$ cat src/rtl/serial_ctl_regs.sv
module serial_ctl_regs (
  input  logic        clk,
  input  logic        rst_n,
  input  logic        sck_i,
  input  logic        sel_n_i,
  input  logic        sdi_i,
  output logic        sdo_o,
  output logic        sdo_oe_o,
  output logic [10:0] op_o,
  output logic [9:0]  gain_o,
  output logic [7:0]  clamp_o,
  output logic [9:0]  ctrl_o,
  output logic [9:0]  gain2_o
);
  localparam int NREG = 5;
  localparam int W    = 11;
  localparam int HDR  = 5;
  localparam int TOT  = 49;

  function automatic logic [3:0] rlen(input logic [2:0] a);
    case (a)
      3'd0:    rlen = 4'd11;
      3'd2:    rlen = 4'd8;
      default: rlen = 4'd10;
    endcase
  endfunction

  function automatic logic [5:0] roff(input logic [2:0] a);
    case (a)
      3'd0:    roff = 6'd0;
      3'd1:    roff = 6'd11;
      3'd2:    roff = 6'd21;
      3'd3:    roff = 6'd29;
      default: roff = 6'd39;
    endcase
  endfunction

  function automatic logic [W-1:0] keep1(input logic [2:0] a);
    keep1 = (a == 3'd0) ? 11'h080 : 11'h000;
  endfunction

  function automatic logic [W-1:0] keep0(input logic [2:0] a);
    case (a)
      3'd0:    keep0 = 11'h720;
      3'd2:    keep0 = 11'h700;
      3'd3:    keep0 = 11'h407;
      default: keep0 = 11'h400;
    endcase
  endfunction

  logic [2:0] sck_s, sel_s;
  logic [1:0] sdi_s;

  always_ff @(posedge clk or negedge rst_n)
    if (!rst_n) begin
      sck_s <= '0;
      sel_s <= '1;
      sdi_s <= '0;
    end else begin
      sck_s <= {sck_s[1:0], sck_i};
      sel_s <= {sel_s[1:0], sel_n_i};
      sdi_s <= {sdi_s[0], sdi_i};
    end

  wire sck_rise = sck_s[1] & ~sck_s[2];
  wire sck_fall = ~sck_s[1] & sck_s[2];
  wire sel_low  = ~sel_s[1];
  wire sel_rise = sel_s[1] & ~sel_s[2];
  wire bit_in   = sdi_s[1];

  logic [2:0]   hcnt, fcnt, addr, cur;
  logic         rnw, tbit, oe;
  logic [3:0]   bidx, ridx;
  logic [W-1:0] acc;
  logic [TOT-1:0] shad_flat, live_flat;

  wire          in_data = (hcnt == 3'(HDR));
  wire          wr_ok   = !rnw && !tbit && (cur < 3'(NREG));
  wire [W-1:0]  acc_nx  = acc | (W'(bit_in) << bidx);
  wire          reg_end = (bidx == rlen(cur) - 4'd1);
  wire          load    = sel_low && sck_rise && in_data && wr_ok && reg_end;

  always_ff @(posedge clk)
    if (!sel_low) begin
      hcnt <= '0; fcnt <= '0; addr <= '0; cur <= '0;
      rnw  <= 1'b0; tbit <= 1'b0; oe <= 1'b0;
      bidx <= '0; ridx <= '0; acc <= '0;
    end else begin
      if (sck_rise) begin
        if (!in_data) begin
          case (hcnt)
            3'd0:    rnw     <= bit_in;
            3'd1:    addr[0] <= bit_in;
            3'd2:    addr[1] <= bit_in;
            3'd3:    addr[2] <= bit_in;
            default: tbit    <= bit_in;
          endcase
          if (hcnt == 3'd3) cur <= {bit_in, addr[1:0]};
          hcnt <= hcnt + 3'd1;
        end else if (wr_ok) begin
          if (reg_end) begin
            acc  <= '0;
            bidx <= '0;
            cur  <= cur + 3'd1;
          end else begin
            acc  <= acc_nx;
            bidx <= bidx + 4'd1;
          end
        end
      end
      if (sck_fall) begin
        if (fcnt != 3'(HDR)) begin
          fcnt <= fcnt + 3'd1;
          if (fcnt == 3'(HDR - 1) && rnw && !tbit && addr < 3'(NREG)) begin
            oe   <= 1'b1;
            ridx <= '0;
          end
        end else if (oe) begin
          if (ridx == rlen(addr) - 4'd1) oe <= 1'b0;
          else ridx <= ridx + 4'd1;
        end
      end
    end

  for (genvar g = 0; g < NREG; g++) begin : gen_reg
    localparam int       LEN = int'(rlen(3'(g)));
    localparam int       OFF = int'(roff(3'(g)));
    localparam [W-1:0]   K1  = keep1(3'(g));
    localparam [W-1:0]   K0  = keep0(3'(g));
    logic [LEN-1:0] sh, lv;

    always_ff @(posedge clk or negedge rst_n)
      if (!rst_n) begin
        sh <= K1[LEN-1:0];
        lv <= K1[LEN-1:0];
      end else begin
        if (load && cur == 3'(g)) sh <= acc_nx[LEN-1:0];
        if (sel_rise) lv <= (sh & ~K0[LEN-1:0]) | K1[LEN-1:0];
      end

    assign shad_flat[OFF +: LEN] = sh;
    assign live_flat[OFF +: LEN] = lv;
  end

  assign sdo_oe_o = oe;
  assign sdo_o    = oe ? live_flat[roff(addr) + {2'b00, ridx}] : 1'b0;
  assign op_o     = live_flat[10:0];
  assign gain_o   = live_flat[20:11];
  assign clamp_o  = live_flat[28:21];
  assign ctrl_o   = live_flat[38:29];
  assign gain2_o  = live_flat[48:39];
endmodule

$ cat config.mk
export PLATFORM = sky130hd
export DESIGN_NAME = serial_ctl_regs
export DESIGN_NICKNAME = d
export VERILOG_FILES = /design/src/rtl/serial_ctl_regs.sv
export SDC_FILE = /design/constraint.sdc
export NUM_CORES = 1
export LEC_CHECK = 0
export BUFFER_PORTS_ARGS = -buffer_cell sky130_fd_sc_hd__buf_2
export CORE_ASPECT_RATIO = 1.2
export CORE_MARGIN = 2
export CORE_UTILIZATION = 53
export DETAILED_ROUTE_END_ITERATION = 6
export GPL_TIMING_DRIVEN = 0
export PLACE_DENSITY = 0.76
export SLEW_MARGIN = 30
export SYNTH_ARGS = -nofsm -noshare
export SYNTH_HDL_FRONTEND = slang
export SYNTH_SLANG_ARGS = --single-unit
$ cat constraint.sdc
create_clock -name clk -period 3.6 [get_ports clk]
set_input_delay 0.72 -clock clk [delete_from_list [all_inputs] [get_ports clk]]
set_output_delay 0.72 -clock clk [all_outputs]
set_load 0.1 [all_outputs]
* Word level (Yosys, flattened, before mapping)
Index checks and enable logic that the tools add are counted.
** Storage, ports and cells
- Register bits :: 128
- Input port bits :: 5
- Output and inout port bits :: 51
- Logic and storage cells :: 123
** Operators by class
- $add $sub $neg :: 8
- $lt $le $gt $ge :: 3
- Eq/ne operators :: 19
- Shift-type cells :: 1
- Multiplexer cells :: 24
- Bitwise operators :: 10
- Reduce and logical (&&, ||, !) cells :: 33
** Operators by type and width (count)
- $mux 4 :: 9
- $pmux 6 s4 :: 1
- $eq 3x2->1 const B :: 6
- $reduce_and 3->1 :: 6
- $logic_and 1x1->1 :: 14
- $mux 3 :: 4
- $mux 11 :: 1
- $or 11x11->11 :: 1
- $shl 1x4->11 :: 1
- $add 3x1->3 const B :: 3
- $eq 3x1->1 const B :: 3
- $eq 3x3->1 const B :: 3
- $logic_not 3->1 :: 3
- $add 4x1->4 const B :: 2
- $eq 4x4->1 :: 2
- $pmux 2 s2 :: 2
- $reduce_and 4->1 :: 2
- $sub 4x1->4 const B :: 2
- $lt 6x7->1 const B :: 1
- $add 6x4->6 :: 1
- $bmux 1 s6 :: 1
- $lt 3x3->1 const B :: 2
- $mux 1 :: 6
- $ne 2x1->1 const B :: 3
- other kinds (8) :: 19

* Longest topological paths before layout
Gate-level depths: netlist of run 1.
- Word-level depth :: 11
- Gate-level depth with buffers :: 12

* Worst setup path before layout of run 1
Ideal clock, no wire load.
- Kind :: register to output
- Start point :: reg addr[2]
- End point :: out sdo_o
- Arrival :: 4.815 ns
- Required time :: 2.880 ns
- Path slack :: -1.935 ns
- Cell stages (with the launch flop) :: 12
- Path buffers :: 1
- Cells stage by stage :: dfxtp_1 > clkbuf_1 > or3_1 > ha_1 > inv_1 > fa_1 > xor2_1 > mux2i_1 > a22oi_1 > a31oi_1 > a211o_1 > a311oi_1
** Between the ends
- Cells in the longest elaborated chain, start to end :: 6
** RTL lines
- from (decl) :: RTL line 71 : logic [2:0] hcnt, fcnt, addr, cur;
- from (signal assigned) :: RTL line 95 : 3'd3: addr[2] <= bit_in;
- $eq 3x2->1 (tied with other cells) :: RTL line 29 : case (a)
- $pmux 6 s4 * :: RTL line 29
- $add 6x4->6 * :: RTL line 146 : assign sdo_o = oe ? live_flat[roff(addr) + {2'b00, ridx}] : 1'b0;
- $bmux 1 s6 * :: RTL line 146
- $mux 1 (implied by the code) * :: RTL line 146
- $mux 1 * :: RTL line 146
- to (decl) :: RTL line 7 : output logic sdo_o,
Every way passes the cells marked *; elsewhere a longest branch is shown, timed or not. The select of a mux whose other input is x is not followed.

* Final worst setup path of run 1
- Start point :: reg addr[0]
- End point :: out sdo_o
Same word-level chain as after synthesis.

==> results of run 1 <==
## logic make-up after synthesis
family	Yosys count	share of synthesized area, %
fa+ha+maj	20	4.549
flops	123	51.47
compound gates	110	11.13
simple gates	163	14.07
other cells	2	0.1325
buf+inv	49	4.394
xor+xnor	8	1.236
mux	61	13.03
## state kept, by name (all words and copies together), names as in the netlist, 3 cells and up
name / cells
gen.sh: 41
acc: 10
gain2_o: 10
gain_o: 10
clamp_o: 8
ctrl_o: 7
op_o: 6
bidx: 4
ridx: 4
addr: 3
cur: 3
fcnt: 3
hcnt: 3
sck_s: 3
sel_s: 3
## final timing paths
check | from | end | slack, ns | cells after the start
min in group clk | sdi_s[0] | sdi_s[1] | 0.35 | 0
hold / removal | rst_n | clamp_o[5] | 0.18 | 1
setup / recovery | addr[0] | sdo_o | -0.49 | 11
hold reg to reg | sdi_s[0] | sdi_s[1] | 0.35 | 0
max in group asynchronous | rst_n | sel_s[1] | 2.78 | 2
setup reg to reg | cur[0] | gen_reg[0].sh[3] | 0.88 | 9
## routing by layer
metal  vias up  GRT usage, %  part of all wire (%)  wire length (um)
met3        29         5.998                   5.1               669
li1       2010             -                     -                 -
met4         0         9.863                   2.8               359
met2       125         41.04                    51              6615
met5         -             0                     0                 0
met1      2130         28.38                    41              5360
## worst max-delay path: cells and delay by family (launching register included)
family	cells	cell delay, ns
adder cells (fa/ha/maj)	2	0.69
multiplexers	2	0.53
AND/OR/NAND/NOR	2	0.48
buffers and inverters	3	0.45
AO/OA/AOI/OAI	2	0.45
flip-flops	1	0.34
## stage by stage
step                area, um^2  TNS (ns)  setup WS, ns  hold slack (ns)  std cells
global placement          6138   -0.6862       -0.6862           0.3334        718
global route              6929   -0.5613       -0.5613           0.1927        754
floorplan                 5742   -0.2659       -0.2659           0.3312        542
CTS                       6910   -0.4732       -0.4732           0.1829        754
detailed placement        6172   -0.7023       -0.7023           0.3372        719
finish                    6929   -0.4905       -0.4905           0.1774        754
## what timing repair did
item | 4_1_cts | 5_1_grt
endpoints found under the setup margin | 1 | 1
gates resized for setup | 22 | 4
hold buffers | 0 | 0
pin swaps | 4 | 0
buffers inserted | 6 | 0
endpoints found under the hold margin | 0 | 0
## layout by cell type, fill, tap and decap left out, types with 12 or more instances in the layout
cell type  instances
nand3_1           15
nor2_1            36
o21ai_1           20
clkbuf_16         18
nand2_1           62
mux2_2            41
dfxtp_1           29
o21ai_0           33
mux2i_1           12
ha_1              18
inv_1             15
buf_4             14
buf_2             51
a21oi_1           29
dfrtp_1           87
## power groups by stage
stage / Clock (uW) / Sequential [uW] / Combinational [uW]
finish: 1780 / 1390 / 146
global route: 1850 / 1390 / 160
detailed placement: 0 / 1420 / 143
floorplan: 0 / 1420 / 98.8
CTS: 1790 / 1390 / 147
global placement: 0 / 1420 / 134
## area by class of cell
cell class	count	area share, %
clock buffer	20	6.446
buffer	29	2.817
multi-input combinational	370	37.94
tap	129	2.329
clock inverter	12	2.474
inverter	17	0.9209
timing repair buffer	54	4.803
sequential	123	42.27
==> results.py, run 1 <==
metrics = {
    "status": {
        "status": "finished, violations left",
        "violations": "setup timing",
    },
    "synth": {
        "synth_area_leaders": "dfrtp_1, dfxtp_1, mux2_2, ha_1, nand2_1",
        "ys_seq_area_share_pct": 51.47,
        "synth_async_sr_flop_share_pct": 73.17,
        "synth_flop_cell": "dfrtp_1",
        "synth.distinct_cells": 56,
        "yosysTopAreaCell": "dfrtp_1",
        "synth.most_common_cell": "dfrtp_1",
        "synth_cells": 536,
        "yosys-top-cells-count": "dfrtp_1, nand2_1, mux2_2",
        "synth_edf_count": 0,
        "syn_avg_cell_area_um2": 10.57,
        "synth_seq_cells": 123,
        "netlist_area_mm2": 0.005667,
        "synth_top_area_share_pct": 38.42,
        "synth_warnings": 0,
    },
    "final_layout": {
        "seq_area_mm2": 0.002929,
        "final_util_pct": 66.21,
        "multiInputGateArea_mm2": 0.002629,
        "antennaDiodeCount": 0,
        "fill_cells": 765,
        "drive_above_1_share_pct": 28.00,
        "area_growth_pct": 22.28,
        "nets": 637,
    },
    "detailed_routing": {
        "vias": 4294,
        "drc": 0,
        "antenna_left": 0,
        "wl_per_cell_um": 17.25,
        "routed_wl_um": 13000,
        "first_pass_iters": 4,
        "drt_iter0_drc": 253,
        "routed_via_density": 5.695,
    },
    "pwr": {
        "internal_power_uw": 2598,
        "p_sw_uw": 719.8,
        "p_seq_share_pct": 42.0,
        "peakVddDrop_mv": 0.2729,
        "power_frac_comb_pct": 4.4,
        "pwr_density_cell_mw_per_mm2": 478.8,
        "p_total_uw": 3317,
        "p_leak_uw": 0.003217,
        "swShare_pct": 21.70,
        "clkPwrFrac_pct": 53.6,
    },
    "grt": {
        "grt_overflow": 0,
        "grt_pass1_vias": 4219,
        "grt_start_max_net_pins": 61,
        "grt_pass1_wl_um": 21030,
        "antenna_found_initial": 0,
        "grt_usage_pct": 23.68,
    },
    "die": {
        "start_util_pct": 54.15,
        "io_pins": 56,
        "rows": 41,
        "fp.dieH_um": 117.3,
        "coreArea_mm2": 0.01047,
        "die_w_um": 98.39,
        "die_area_mm2": 0.01154,
    },
    "job": {
        "cap_violations": 0,
    },
    "timing": {
        "hold_viol_final": 0,
        "fin_worst_skew_ns": 0.004154,
        "fin_ws_ns": -0.4905,
        "fmaxAchievable_ghz": 0.2445,
        "timing.final.crit_share_pct": 113.6,
        "drv_slew": 0,
        "relSlewSlack_pct": 45.85,
        "setup_viol": 1,
        "worst_pin_slew_ns": 0.8123,
        "period_minus_slack_ns": 4.091,
        "rsz0062_at_grt": "true",
    },
    "critical_path": {
        "crit_chain": "or3_4 -> ha_4 -> inv_2 -> fa_2 -> clkbuf_16 -> mux4_2 -> mux2i_4 -> nor3b_2 -> a2111oi_4 -> a311oi_4 -> buf_12",
        "worstSetupPathType": "reg -> out",
        "end_kind": "primary output",
        "slowest_delay_ns": 0.52,
        "critPathRequiredTime_ns": 2.88,
        "cpMaxStageDelayCell": "fa_2",
        "worstPathArrival_ns": 3.37,
        "critPathLaunchType": "flop",
        "critPathMaxFanout": 9,
    },
    "clock_tree": {
        "worstSkewPairLatency_ns": 0.41,
        "ctsRootBufferMaster": "clkbuf_16",
        "htree_levels": 4,
        "clkSlewWorstSetupHoldPaths_ns": 0.05,
        "cts.sinks": 123,
        "cts_tree": "done",
        "cts_buffers": 17,
        "clockBufferDepth": 2,
    },
    "placement": {
        "io_buffers": 47,
        "place_congestion": 0.8585,
        "dp_hpwl_um": 8995,
    },
    "min_path": {
        "hold_path.class": "in -> async",
    },
}
Note: power is estimated with default switching activity, not from simulation.
==> run 2: changes to the inputs <==
CORE_UTILIZATION = 55   (was 53)
CTS_BUF_LIST = sky130_fd_sc_hd__clkbuf_2 sky130_fd_sc_hd__clkbuf_4 sky130_fd_sc_hd__clkbuf_8   (was default)
PLACE_DENSITY = 0.78   (was 0.76)
SETUP_SLACK_MARGIN = 0.4   (was default)
==> results.py, run 2 (synthesis results as in run 1) <==
metrics = {
    "detailed_routing": {
        "antenna_left": 0,
        "routed_wl_um": 12800,
        "vias": 4268,
        "drc": 0,
        "routed_via_density": 5.668,
        "drt_iter0_drc": 264,
        "first_pass_iters": 7,
        "wl_per_cell_um": 17.00,
    },
    "clock_tree": {
        "clkSlewWorstSetupHoldPaths_ns": 0.07,
        "htree_levels": 4,
        "cts_buffers": 17,
        "cts.sinks": 123,
        "worstSkewPairLatency_ns": 0.43,
        "ctsRootBufferMaster": "clkbuf_8",
        "cts_tree": "done",
        "clockBufferDepth": 2,
        "postCtsHoldBufs": 0,
    },
    "final_layout": {
        "largest-register": "gen.sh",
        "fill_cells": 778,
        "mostFrequentLayoutCells": "dfrtp_1, nand2_1, buf_2",
        "final_common_cell": "dfrtp_1",
        "multiInputGateArea_mm2": 0.002631,
        "largest_register_ff_count": 41,
        "final_cell_area_mm2": 0.006734,
        "antennaDiodeCount": 0,
        "nets": 639,
        "seq_area_mm2": 0.002920,
        "area_growth_pct": 18.83,
        "drive_above_1_share_pct": 28.71,
        "instances_no_fill": 753,
    },
    "pwr": {
        "p_seq_share_pct": 51.2,
        "clkPwrFrac_pct": 43.5,
        "pwr_density_cell_mw_per_mm2": 404.0,
        "p_total_uw": 2721,
        "internal_power_uw": 2071,
        "p_leak_uw": 0.003130,
        "peakVddDrop_mv": 0.2242,
        "swShare_pct": 23.87,
        "p_sw_uw": 649.5,
        "power_frac_comb_pct": 5.3,
    },
    "status": {
        "status": "finished, violations left",
        "violations": "setup timing",
    },
    "min_path": {
        "hold_path.class": "in -> async",
    },
    "grt": {
        "grt_overflow": 0,
        "grt_pass1_wl_um": 21010,
        "antenna_found_initial": 0,
        "grt_start_max_net_pins": 68,
        "grt_usage_pct": 24.10,
        "grt_pass1_vias": 4216,
    },
    "critical_path": {
        "critPathMaxFanout": 5,
        "critPathRequiredTime_ns": 2.88,
        "critical_path_buf_inv_count": 4,
        "slowest_delay_ns": 0.52,
        "cpMaxStageDelayCell": "fa_2",
        "path_delay_family": "adder cells",
        "end_kind": "primary output",
        "crit_chain": "buf_8 -> or3_1 -> ha_2 -> inv_2 -> fa_2 -> buf_6 -> mux2i_1 -> o21a_1 -> o22ai_2 -> mux2_4 -> a2111oi_4 -> a311oi_4 -> buf_12",
        "worstPathArrival_ns": 3.42,
        "critPathLaunchType": "flop",
        "worstSetupPathType": "reg -> out",
    },
    "placement": {
        "placed_area_mm2": 0.006168,
        "io_buffers": 47,
        "placed_cells": 716,
        "place_congestion": 0.8339,
        "dp_hpwl_um": 8978,
    },
    "timing": {
        "timing.final.crit_share_pct": 115.0,
        "hold_viol_final": 0,
        "fin_worst_skew_ns": 0.009606,
        "fmaxAchievable_ghz": 0.2415,
        "setup_viol": 1,
        "drv_slew": 0,
        "relSlewSlack_pct": 49.24,
        "fin_ws_ns": -0.5414,
        "setup_tns_ns": -0.5414,
        "rsz0062_at_grt": "true",
        "period_minus_slack_ns": 4.141,
        "worst_pin_slew_ns": 0.7614,
        "timing.hold.ws_ns": 0.1273,
    },
    "die": {
        "start_util_pct": 56.61,
        "die_w_um": 96.66,
        "io_pins": 56,
        "coreArea_mm2": 0.01001,
        "fp.dieH_um": 115.2,
        "die_area_mm2": 0.01113,
        "rows": 40,
    },
    "job": {
        "cap_violations": 0,
    },
}
## run 2: cell types whose count changed in the layout (fill, tap and decap cells not counted), sizes merged
| cell | delta |
|---|---|
| bufinv | -3 |
| clkbuf | +5 |
| clkinv | -3 |
| clkinvlp | +2 |
| inv | +1 |
## run 2: path summary, 6_finish.rpt
kind,start,endpoint,slack [ns],depth (start not counted)
max reg2reg,cur[0],bidx[3],0.90,8
min reg2reg,sdi_s[0],sdi_s[1],0.35,0
max in group asynchronous,rst_n,sel_s[1],2.83,2
max,addr[2],sdo_o,-0.54,13
min in group clk,sdi_s[0],sdi_s[1],0.35,0
min,rst_n,clamp_o[4],0.13,1
## run 2: metrics by stage
stage                     utilization, %  worst slack (ns)
after detailed placement           61.63           -0.6725
after global placement             61.29           -0.6459
after CTS                          67.10           -0.5561
final                              67.27           -0.5414
after global routing               67.27           -0.6545
after floorplan                        -           -0.2659
## run 2: what timing repair did
item / 4_1_cts / 5_1_grt
pin swaps: 6 / 0
setup buffers: 4 / 0
resized for setup: 26 / 5
endpoints found under the hold margin: 0 / 0
gates cloned: 1 / 0
setup endpoints to repair: 1 / 1
## run 2: area by class of cell
| type | count | area share (%) |
|---|---|---|
| tap | 126 | 2.341 |
| multi-input combinational | 370 | 39.07 |
| sequential | 123 | 43.37 |
| inverter | 17 | 0.9476 |
| buffer | 32 | 3.456 |
| clock inverter | 9 | 1.282 |
| timing repair buffer | 53 | 4.924 |
| clock buffer | 23 | 4.608 |
## run 2: layer usage
layer	track usage [%]	vias to the layer above	share of wire, %
li1	-	2025	-
met5	0	-	0
met1	29.90	2087	41
met2	40.32	131	51
met4	9.577	0	2.5
met3	6.809	25	5.5
## run 2: power by group through the flow
| stage | logic, uW | registers [uW] | clock network [uW] |
|---|---|---|---|
| global placement | 134 | 1420 | 0 |
| finish | 146 | 1390 | 1180 |
| floorplan | 98.8 | 1420 | 0 |
| CTS | 146 | 1390 | 1210 |
| global route | 158 | 1390 | 1270 |
| detailed placement | 141 | 1420 | 0 |
